File: config.mk
export PLATFORM = sky130hd
export DESIGN_NAME = i2c_gpio_expander
export DESIGN_NICKNAME = d
export VERILOG_FILES = /design/src/rtl/gpx_pkg.sv /design/src/rtl/gpx_line_filter.sv /design/src/rtl/gpx_i2c_target.sv /design/src/rtl/gpx_port_regs.sv /design/src/rtl/i2c_gpio_expander.sv
export SDC_FILE = /design/constraint.sdc
export NUM_CORES = 1
export LEC_CHECK = 0
export ABC_AREA = 1
export BUFFER_PORTS_ARGS = -buffer_cell sky130_fd_sc_hd__buf_4
export CORE_ASPECT_RATIO = 1.1
export CORE_MARGIN = 8
export CORE_UTILIZATION = 54
export CTS_CLUSTER_DIAMETER = 150
export DETAILED_ROUTE_END_ITERATION = 16
export GPL_TIMING_DRIVEN = 1
export PLACE_DENSITY = 0.86
export SLEW_MARGIN = 30
export SYNTH_ARGS = -nofsm -noshare
export SYNTH_HDL_FRONTEND = slang
export SYNTH_HIERARCHICAL = 1
export SYNTH_SLANG_ARGS = --single-unit
File: constraint.sdc
create_clock -name clk_i -period 1.9 [get_ports clk_i]
set_input_delay 0.38 -clock clk_i [delete_from_list [all_inputs] [get_ports clk_i]]
set_output_delay 0.38 -clock clk_i [all_outputs]
set_load 0.03 [all_outputs]
File: src/rtl/gpx_pkg.sv
package gpx_pkg;
  localparam int unsigned NPORT = 2;

  typedef enum logic [3:0] {
    ST_IDLE, ST_ADDR, ST_ADDR_ACK, ST_CMD, ST_CMD_ACK,
    ST_WDATA, ST_WDATA_ACK, ST_RDATA, ST_RDATA_ACK
  } bus_state_e;

  typedef enum logic [1:0] {
    SEL_IN  = 2'd0,
    SEL_OUT = 2'd1,
    SEL_INV = 2'd2,
    SEL_DIR = 2'd3
  } reg_sel_e;
endpackage

File: src/rtl/gpx_line_filter.sv
module gpx_line_filter #(
  parameter int unsigned SYNC_LEN = 2,
  parameter int unsigned FILT_LEN = 3,
  parameter logic        RST_VAL  = 1'b1
) (
  input  logic clk_i,
  input  logic rst_ni,
  input  logic line_i,
  output logic line_o
);
  logic [SYNC_LEN-1:0] sync_q;
  logic [FILT_LEN-1:0] hist_q;
  logic                level_q;

  always_ff @(posedge clk_i or negedge rst_ni) begin
    if (!rst_ni) begin
      sync_q  <= {SYNC_LEN{RST_VAL}};
      hist_q  <= {FILT_LEN{RST_VAL}};
      level_q <= RST_VAL;
    end else begin
      sync_q <= {sync_q[SYNC_LEN-2:0], line_i};
      hist_q <= {hist_q[FILT_LEN-2:0], sync_q[SYNC_LEN-1]};
      if (&hist_q)       level_q <= 1'b1;
      else if (~|hist_q) level_q <= 1'b0;
    end
  end

  assign line_o = level_q;

  // a new level is taken only after a full run of equal samples
  a_r10_filter_run: assert property (@(posedge clk_i) disable iff (!rst_ni)
    !$stable(level_q) |-> $past(hist_q) == {FILT_LEN{level_q}});
endmodule

File: src/rtl/gpx_i2c_target.sv
module gpx_i2c_target
  import gpx_pkg::*;
#(
  parameter logic [3:0] DEV_ID = 4'b0100
) (
  input  logic       clk_i,
  input  logic       rst_ni,
  input  logic       scl_i,
  input  logic       sda_i,
  input  logic [2:0] strap_i,
  output logic       sda_oe_o,
  output logic       cmd_we_o,
  output logic       data_we_o,
  output logic [7:0] wdata_o,
  output logic       rd_ld_o,
  input  logic [7:0] rd_data_i
);
  bus_state_e state_q;
  logic       scl_q, sda_q;
  logic [3:0] bit_cnt_q;
  logic [7:0] shreg_q, tx_q;
  logic       rnw_q, mack_q;

  logic scl_rise, scl_fall, start_det, stop_det, byte_done, addr_hit;
  assign scl_rise  = scl_i & ~scl_q;
  assign scl_fall  = ~scl_i & scl_q;
  assign start_det = scl_i & scl_q & sda_q & ~sda_i;
  assign stop_det  = scl_i & scl_q & ~sda_q & sda_i;
  assign byte_done = scl_fall && (bit_cnt_q == 4'd8);
  assign addr_hit  = (shreg_q[7:1] == {DEV_ID, strap_i});

  always_ff @(posedge clk_i or negedge rst_ni) begin
    if (!rst_ni) begin
      state_q   <= ST_IDLE;
      scl_q     <= 1'b1;
      sda_q     <= 1'b1;
      bit_cnt_q <= '0;
      shreg_q   <= '0;
      tx_q      <= '0;
      rnw_q     <= 1'b0;
      mack_q    <= 1'b0;
    end else begin
      scl_q <= scl_i;
      sda_q <= sda_i;
      if (start_det) begin
        state_q   <= ST_ADDR;
        bit_cnt_q <= '0;
      end else if (stop_det) begin
        state_q <= ST_IDLE;
      end else begin
        unique case (state_q)
          ST_ADDR, ST_CMD, ST_WDATA: begin
            if (scl_rise) begin
              shreg_q   <= {shreg_q[6:0], sda_i};
              bit_cnt_q <= bit_cnt_q + 4'd1;
            end else if (byte_done) begin
              bit_cnt_q <= '0;
              if (state_q == ST_ADDR) begin
                rnw_q   <= shreg_q[0];
                state_q <= addr_hit ? ST_ADDR_ACK : ST_IDLE;
              end else if (state_q == ST_CMD) begin
                state_q <= ST_CMD_ACK;
              end else begin
                state_q <= ST_WDATA_ACK;
              end
            end
          end
          ST_ADDR_ACK: if (scl_fall) begin
            if (rnw_q) begin
              tx_q    <= rd_data_i;
              state_q <= ST_RDATA;
            end else begin
              state_q <= ST_CMD;
            end
          end
          ST_CMD_ACK, ST_WDATA_ACK: if (scl_fall) state_q <= ST_WDATA;
          ST_RDATA: if (scl_fall) begin
            tx_q <= {tx_q[6:0], 1'b0};
            if (bit_cnt_q == 4'd7) begin
              bit_cnt_q <= '0;
              state_q   <= ST_RDATA_ACK;
            end else begin
              bit_cnt_q <= bit_cnt_q + 4'd1;
            end
          end
          ST_RDATA_ACK: begin
            if (scl_rise) mack_q <= ~sda_i;
            else if (scl_fall) begin
              if (mack_q) begin
                tx_q    <= rd_data_i;
                state_q <= ST_RDATA;
              end else begin
                state_q <= ST_IDLE;
              end
            end
          end
          default: ;
        endcase
      end
    end
  end

  assign cmd_we_o  = (state_q == ST_CMD) && byte_done;
  assign data_we_o = (state_q == ST_WDATA) && byte_done;
  assign wdata_o   = shreg_q;
  assign rd_ld_o   = scl_fall && (((state_q == ST_ADDR_ACK) && rnw_q) ||
                                  ((state_q == ST_RDATA_ACK) && mack_q));
  assign sda_oe_o  = (state_q == ST_ADDR_ACK) || (state_q == ST_CMD_ACK) ||
                     (state_q == ST_WDATA_ACK) || ((state_q == ST_RDATA) && !tx_q[7]);

  // SDA drive begins only with SCL low
  a_r9_drive_scl_low: assert property (@(posedge clk_i) disable iff (!rst_ni)
    $rose(sda_oe_o) |-> !scl_i);
  // a foreign address is never acknowledged
  a_r2_no_foreign_ack: assert property (@(posedge clk_i) disable iff (!rst_ni)
    (state_q == ST_ADDR && byte_done && !addr_hit) |=> !sda_oe_o);
endmodule

File: src/rtl/gpx_port_regs.sv
module gpx_port_regs
  import gpx_pkg::*;
#(
  parameter int unsigned PORT_W = 8,
  localparam int unsigned NPIN  = NPORT * PORT_W
) (
  input  logic            clk_i,
  input  logic            rst_ni,
  input  logic [NPIN-1:0] pin_i,
  input  logic            cmd_we_i,
  input  logic            data_we_i,
  input  logic [7:0]      wdata_i,
  input  logic            rd_ld_i,
  output logic [7:0]      rd_data_o,
  output logic [NPIN-1:0] pin_oe_o,
  output logic [NPIN-1:0] pin_out_o,
  output logic            irq_no
);
  logic [NPIN-1:0] pin_s1_q;
  logic [NPORT-1:0][PORT_W-1:0] pin_q, in_q, out_q, inv_q, dir_q;
  logic [2:0]      ptr_q;
  logic            irq_n_q;
  reg_sel_e        sel;
  logic            port;

  assign sel  = reg_sel_e'(ptr_q[2:1]);
  assign port = ptr_q[0];

  always_comb begin
    unique case (sel)
      SEL_IN:  rd_data_o = pin_q[port] ^ inv_q[port];
      SEL_OUT: rd_data_o = out_q[port];
      SEL_INV: rd_data_o = inv_q[port];
      default: rd_data_o = dir_q[port];
    endcase
  end

  always_ff @(posedge clk_i or negedge rst_ni) begin
    if (!rst_ni) begin
      pin_s1_q <= '0;
      pin_q    <= '0;
      in_q     <= '0;
      out_q    <= '1;
      inv_q    <= '0;
      dir_q    <= '1;
      ptr_q    <= '0;
      irq_n_q  <= 1'b1;
    end else begin
      pin_s1_q <= pin_i;
      pin_q    <= pin_s1_q;
      irq_n_q  <= ~|((pin_q ^ in_q) & dir_q);
      if (cmd_we_i) ptr_q <= wdata_i[2:0];
      if (data_we_i) begin
        unique case (sel)
          SEL_OUT: out_q[port] <= wdata_i;
          SEL_INV: inv_q[port] <= wdata_i;
          SEL_DIR: dir_q[port] <= wdata_i;
          default: ;
        endcase
        ptr_q[0] <= ~ptr_q[0];
      end
      if (rd_ld_i) begin
        if (sel == SEL_IN) in_q[port] <= pin_q[port];
        ptr_q[0] <= ~ptr_q[0];
      end
    end
  end

  for (genvar p = 0; p < NPORT; p++) begin : g_port
    assign pin_oe_o[p*PORT_W +: PORT_W]  = ~dir_q[p];
    assign pin_out_o[p*PORT_W +: PORT_W] = out_q[p];
  end
  assign irq_no = irq_n_q;

  // a direction write reaches the driver enables on the next cycle
  a_r4_dir_to_oe: assert property (@(posedge clk_i) disable iff (!rst_ni)
    (data_we_i && ptr_q == 3'd6) |=> pin_oe_o[PORT_W-1:0] == ~$past(wdata_i));
  // every data byte flips only the port bit of the pointer
  a_r5_pair_toggle: assert property (@(posedge clk_i) disable iff (!rst_ni)
    (data_we_i || rd_ld_i) |=> (ptr_q[0] != $past(ptr_q[0])) && (ptr_q[2:1] == $past(ptr_q[2:1])));
  // an input read latches the synchronized pins of that port
  a_r6_input_latch: assert property (@(posedge clk_i) disable iff (!rst_ni)
    (rd_ld_i && sel == SEL_IN) |=> in_q[$past(port)] == $past(pin_q[port]));
  // writes aimed at an input register leave it alone
  a_r8_input_write_ignored: assert property (@(posedge clk_i) disable iff (!rst_ni)
    (data_we_i && sel == SEL_IN) |=> $stable(in_q));
endmodule

File: src/rtl/i2c_gpio_expander.sv
module i2c_gpio_expander
  import gpx_pkg::*;
#(
  parameter int unsigned PORT_W   = 8,
  parameter int unsigned SYNC_LEN = 2,
  parameter int unsigned FILT_LEN = 3,
  parameter logic [3:0]  DEV_ID   = 4'b0100,
  localparam int unsigned NPIN    = NPORT * PORT_W
) (
  input  logic            clk_i,
  input  logic            rst_ni,
  input  logic            scl_i,
  input  logic            sda_i,
  output logic            sda_oe_o,
  input  logic [2:0]      strap_i,
  input  logic [NPIN-1:0] pin_i,
  output logic [NPIN-1:0] pin_oe_o,
  output logic [NPIN-1:0] pin_out_o,
  output logic            irq_no
);
  logic [1:0] raw, filt;
  logic       cmd_we, data_we, rd_ld;
  logic [7:0] wdata, rd_data;

  assign raw = {scl_i, sda_i};

  for (genvar i = 0; i < 2; i++) begin : g_filt
    gpx_line_filter #(
      .SYNC_LEN(SYNC_LEN),
      .FILT_LEN(FILT_LEN),
      .RST_VAL (1'b1)
    ) u_filt (
      .clk_i (clk_i),
      .rst_ni(rst_ni),
      .line_i(raw[i]),
      .line_o(filt[i])
    );
  end

  gpx_i2c_target #(.DEV_ID(DEV_ID)) u_target (
    .clk_i    (clk_i),
    .rst_ni   (rst_ni),
    .scl_i    (filt[1]),
    .sda_i    (filt[0]),
    .strap_i  (strap_i),
    .sda_oe_o (sda_oe_o),
    .cmd_we_o (cmd_we),
    .data_we_o(data_we),
    .wdata_o  (wdata),
    .rd_ld_o  (rd_ld),
    .rd_data_i(rd_data)
  );

  gpx_port_regs #(.PORT_W(PORT_W)) u_regs (
    .clk_i    (clk_i),
    .rst_ni   (rst_ni),
    .pin_i    (pin_i),
    .cmd_we_i (cmd_we),
    .data_we_i(data_we),
    .wdata_i  (wdata),
    .rd_ld_i  (rd_ld),
    .rd_data_o(rd_data),
    .pin_oe_o (pin_oe_o),
    .pin_out_o(pin_out_o),
    .irq_no   (irq_no)
  );
endmodule

==> flow_summary.yaml <==
detailed_routing:
  vias_per_cell: 5.53
  ant_nets: 0
  route.vias.total: 5762
  first_iter_violations: 455
  wl_um: 16900
  drt_pass1_iterations: 5
  wl_per_cell_um: 16.2
  drc: 0
timing:
  fin_worst_skew_ps: 5.05
  relSlewSlack: 0.684
  tightest_slew_ps: 475
  hold_viol_final: 0
  setup_viol: 0
  timing.fmax_ghz: 0.532
  period_share: 0.989
  fin_hold_ws_ps: 63.3
  timing.final.crit_period_ps: 1880
  drv_slew: 0
  rsz0062_at_grt: "true"
floorplanning:
  start_util: 0.549
  pin_count: 57
  rows: 42
  core_mm2: 0.0120
  die_w_um: 121
  die_h_um: 132
  design.die.area_mm2: 0.0160
layout:
  n_antenna_cell: 0
  stdcell_area_mm2: 0.00797
  multi_input_area_mm2: 0.00254
  syn_to_final_growth_pct: 21.1
  drive_gt1_frac: 0.233
  nets: 900
  layoutNonFillerInstCount: 1042
  fillers: 905
  seqCellArea_mm2: 0.00357
  final_cell_mix: "nand2_1, inv_1, dfrtp_1, buf_4, o21ai_0"
  final_util: 0.665
  layout_commonest_cell: "nand2_1"
placed_design:
  gp_congestion: 0.898
  dp.cells: 1006
  place_area_mm2: 0.00728
  dp_hpwl_um: 11500
  io_buffers: 56
global_routing:
  overflow: 0
  track_usage: 0.215
  antenna_found_initial: 0
  grt_pass1_wl_um: 27300
  grt_pass1_vias: 5552
  grt_max_degree: 47
clocking:
  cts_buffers: 17
  clk_latency_ps: 420
  cts_root_buf: "clkbuf_16"
  tritoncts: "yes"
  clock_path_buffers: 2
  cts.sinks: 140
  clk_pin_slew_ps: 60
  htree_num_levels: 4
flow_run:
  cap_violations: 0
hold_path:
  hold_path.class: "in2reg"
logic_synthesis:
  syn_area_mm2: 0.00658
  syn_nets: 819
  yosysSeqAreaShare: 0.541
  synthDistinctLibCells: 30
  synth_warnings: 6
  synth_area_per_cell_um2: 8.29
  syn_inst: 794
  ys_ff_latch: 140
power:
  seqPwrFrac: 0.404
  ir_drop_v: 0.000632
  p_leak_nw: 3.66
  netSwitchingPower_w: 0.00281
  pwr-share-comb: 0.225
  p_int_w: 0.00591
  power.density_mw_per_mm2: 1090
  power_w: 0.00873
  p_sw_frac: 0.322
  p_clk_frac: 0.371
setup_path:
  critPathCaptureType: "flip-flop"
  worstPathRequired_ps: 2250
  crit_arrival_ps: 2230
  cp_max_fo: 6
  path_class: "reg2reg"
  critPathLaunchType: "flip-flop"
run_status:
  status: "finished clean"
-- synth_stat cells --
master | n | share of area
buf_2 | 12 | 0.0091
nand2_1 | 244 | 0.14
a21boi_2 | 1 | 0.0017
nand3_2 | 6 | 0.0091
nand2_2 | 5 | 0.0048
and3_1 | 1 | 0.00095
xor2_1 | 2 | 0.0027
clkbuf_1 | 3 | 0.0017
ha_1 | 2 | 0.0038
buf_6 | 6 | 0.010
nand4_1 | 10 | 0.0095
dfrtp_1 | 93 | 0.35
nor2_4 | 5 | 0.0086
or2_2 | 8 | 0.0076
nor3_1 | 2 | 0.0015
o21ai_1 | 37 | 0.028
nand2_4 | 1 | 0.0017
dfstp_2 | 47 | 0.19
a21oi_1 | 14 | 0.011
o21ai_0 | 75 | 0.057
inv_2 | 4 | 0.0023
o21ai_2 | 2 | 0.0027
a21oi_2 | 1 | 0.0013
nor2_1 | 43 | 0.025
nor2_2 | 2 | 0.0019
nand3_1 | 45 | 0.034
mux2_2 | 1 | 0.0017
o211ai_1 | 17 | 0.019
inv_1 | 104 | 0.059
a31oi_4 | 1 | 0.0032
-- repair_timing --
item                                   CTS  global route
endpoints found under the hold margin   33             0
gates resized for setup                  6            11
setup buffers                            0             3
hold buffers                             1             0
setup endpoints to repair                9            69
pin swaps                                1             1
-- critical path: stages, from the launching register on --
cell,delay [ps]
dfstp_2,520
inv_1,50
nor2_2,150
nand3_1,150
buf_4,190
nor3_1,170
buf_4,180
nand2_1,60
o211ai_1,100
o21ai_0,150
inv_1,80
-- through the flow --
| stage | worst slack [ps] | TNS [ps] |
|---|---|---|
| after floorplan | 9.60 | 0 |
| after global placement | 84.0 | 0 |
| after detailed placement | -49.4 | -158 |
| after CTS | -32.3 | -32.3 |
| after global routing | -30.7 | -86.3 |
| final | 21.7 | 0 |
-- registers in the layout (all words and copies together), names as in the netlist, 2 cells and up --
signal and count:
u_target/state_q 4, g_filt.u_filt/sync_q 4, u_regs/pin_out_o 16, u_target/tx_q 8, u_regs/pin_q 16, u_regs/ptr_q 3, u_target/bit_cnt_q 4, u_regs/in_q 16
u_regs/dir_q 16, u_regs/pin_s1_q 16, u_regs/inv_q 16, g_filt.u_filt/line_o 2, u_target/wdata_o 8, g_filt.u_filt/hist_q 6
-- worst paths after layout --
path / from / endpoint / slack (ps) / cells after the start
min in group asynchronous: rst_ni / u_regs/pin_q[12]$_DFF_PN0_ / 470 / 2
max: u_target/scl_q$_DFF_PN1_ / u_regs/ptr_q[0]$_DFFE_PN0P_ / 20 / 10
min: pin_i[5] / u_regs/pin_s1_q[5]$_DFF_PN0_ / 60 / 1
min reg2reg: u_regs/pin_s1_q[2]$_DFF_PN0_ / u_regs/pin_q[2]$_DFF_PN0_ / 350 / 0
max in group asynchronous: rst_ni / g_filt[0].u_filt/sync_q[0]$_DFF_PN1_ / 780 / 3
max reg2reg: u_target/scl_q$_DFF_PN1_ / u_regs/ptr_q[0]$_DFFE_PN0P_ / 20 / 10
-- metal layers --
layer / part of all wire / wire [µm] / track usage
met5: 0 / 0 / 0
met1: 0.41 / 6880 / 0.256
met2: 0.51 / 8600 / 0.362
met4: 0.028 / 471 / 0.0968
met3: 0.057 / 970 / 0.0493
-- power groups by stage --
| stage | logic [W] | registers [W] | clock network [W] |
|---|---|---|---|
| 4_1_cts | 0.00184 | 0.00351 | 0.00328 |
| 3_3_place_gp | 0.00178 | 0.00354 | 0 |
| 3_5_place_dp | 0.00180 | 0.00355 | 0 |
| 6_report | 0.00196 | 0.00352 | 0.00324 |
| 2_1_floorplan | 0.00124 | 0.00347 | 0 |
| 5_1_grt | 0.00218 | 0.00355 | 0.00343 |
-- layout make-up --
class                           instances  area share
Sequential cell                       140       0.448
Multi-Input combinational cell        525       0.318
Timing Repair Buffer                   83      0.0857
Clock buffer                           18      0.0551
Inverter                              108      0.0509
Tap cell                              154      0.0242
Clock inverter                         14      0.0182
-- kinds of logic (layout without fill, tap and decap cells) --
family / after synthesis / after routing / share of synthesized area
AO/OA/AOI/OAI: 148 / 148 / 0.124
XOR/XNOR: 2 / 2 / 0.00266
adder cells (fa/ha/maj): 2 / 2 / 0.00380
buffers and inverters: 129 / 223 / 0.0827
flip-flops: 140 / 140 / 0.541
multiplexers: 1 / 1 / 0.00171
AND/OR/NAND/NOR: 372 / 372 / 0.244
Power figures use the tool's default switching activity.
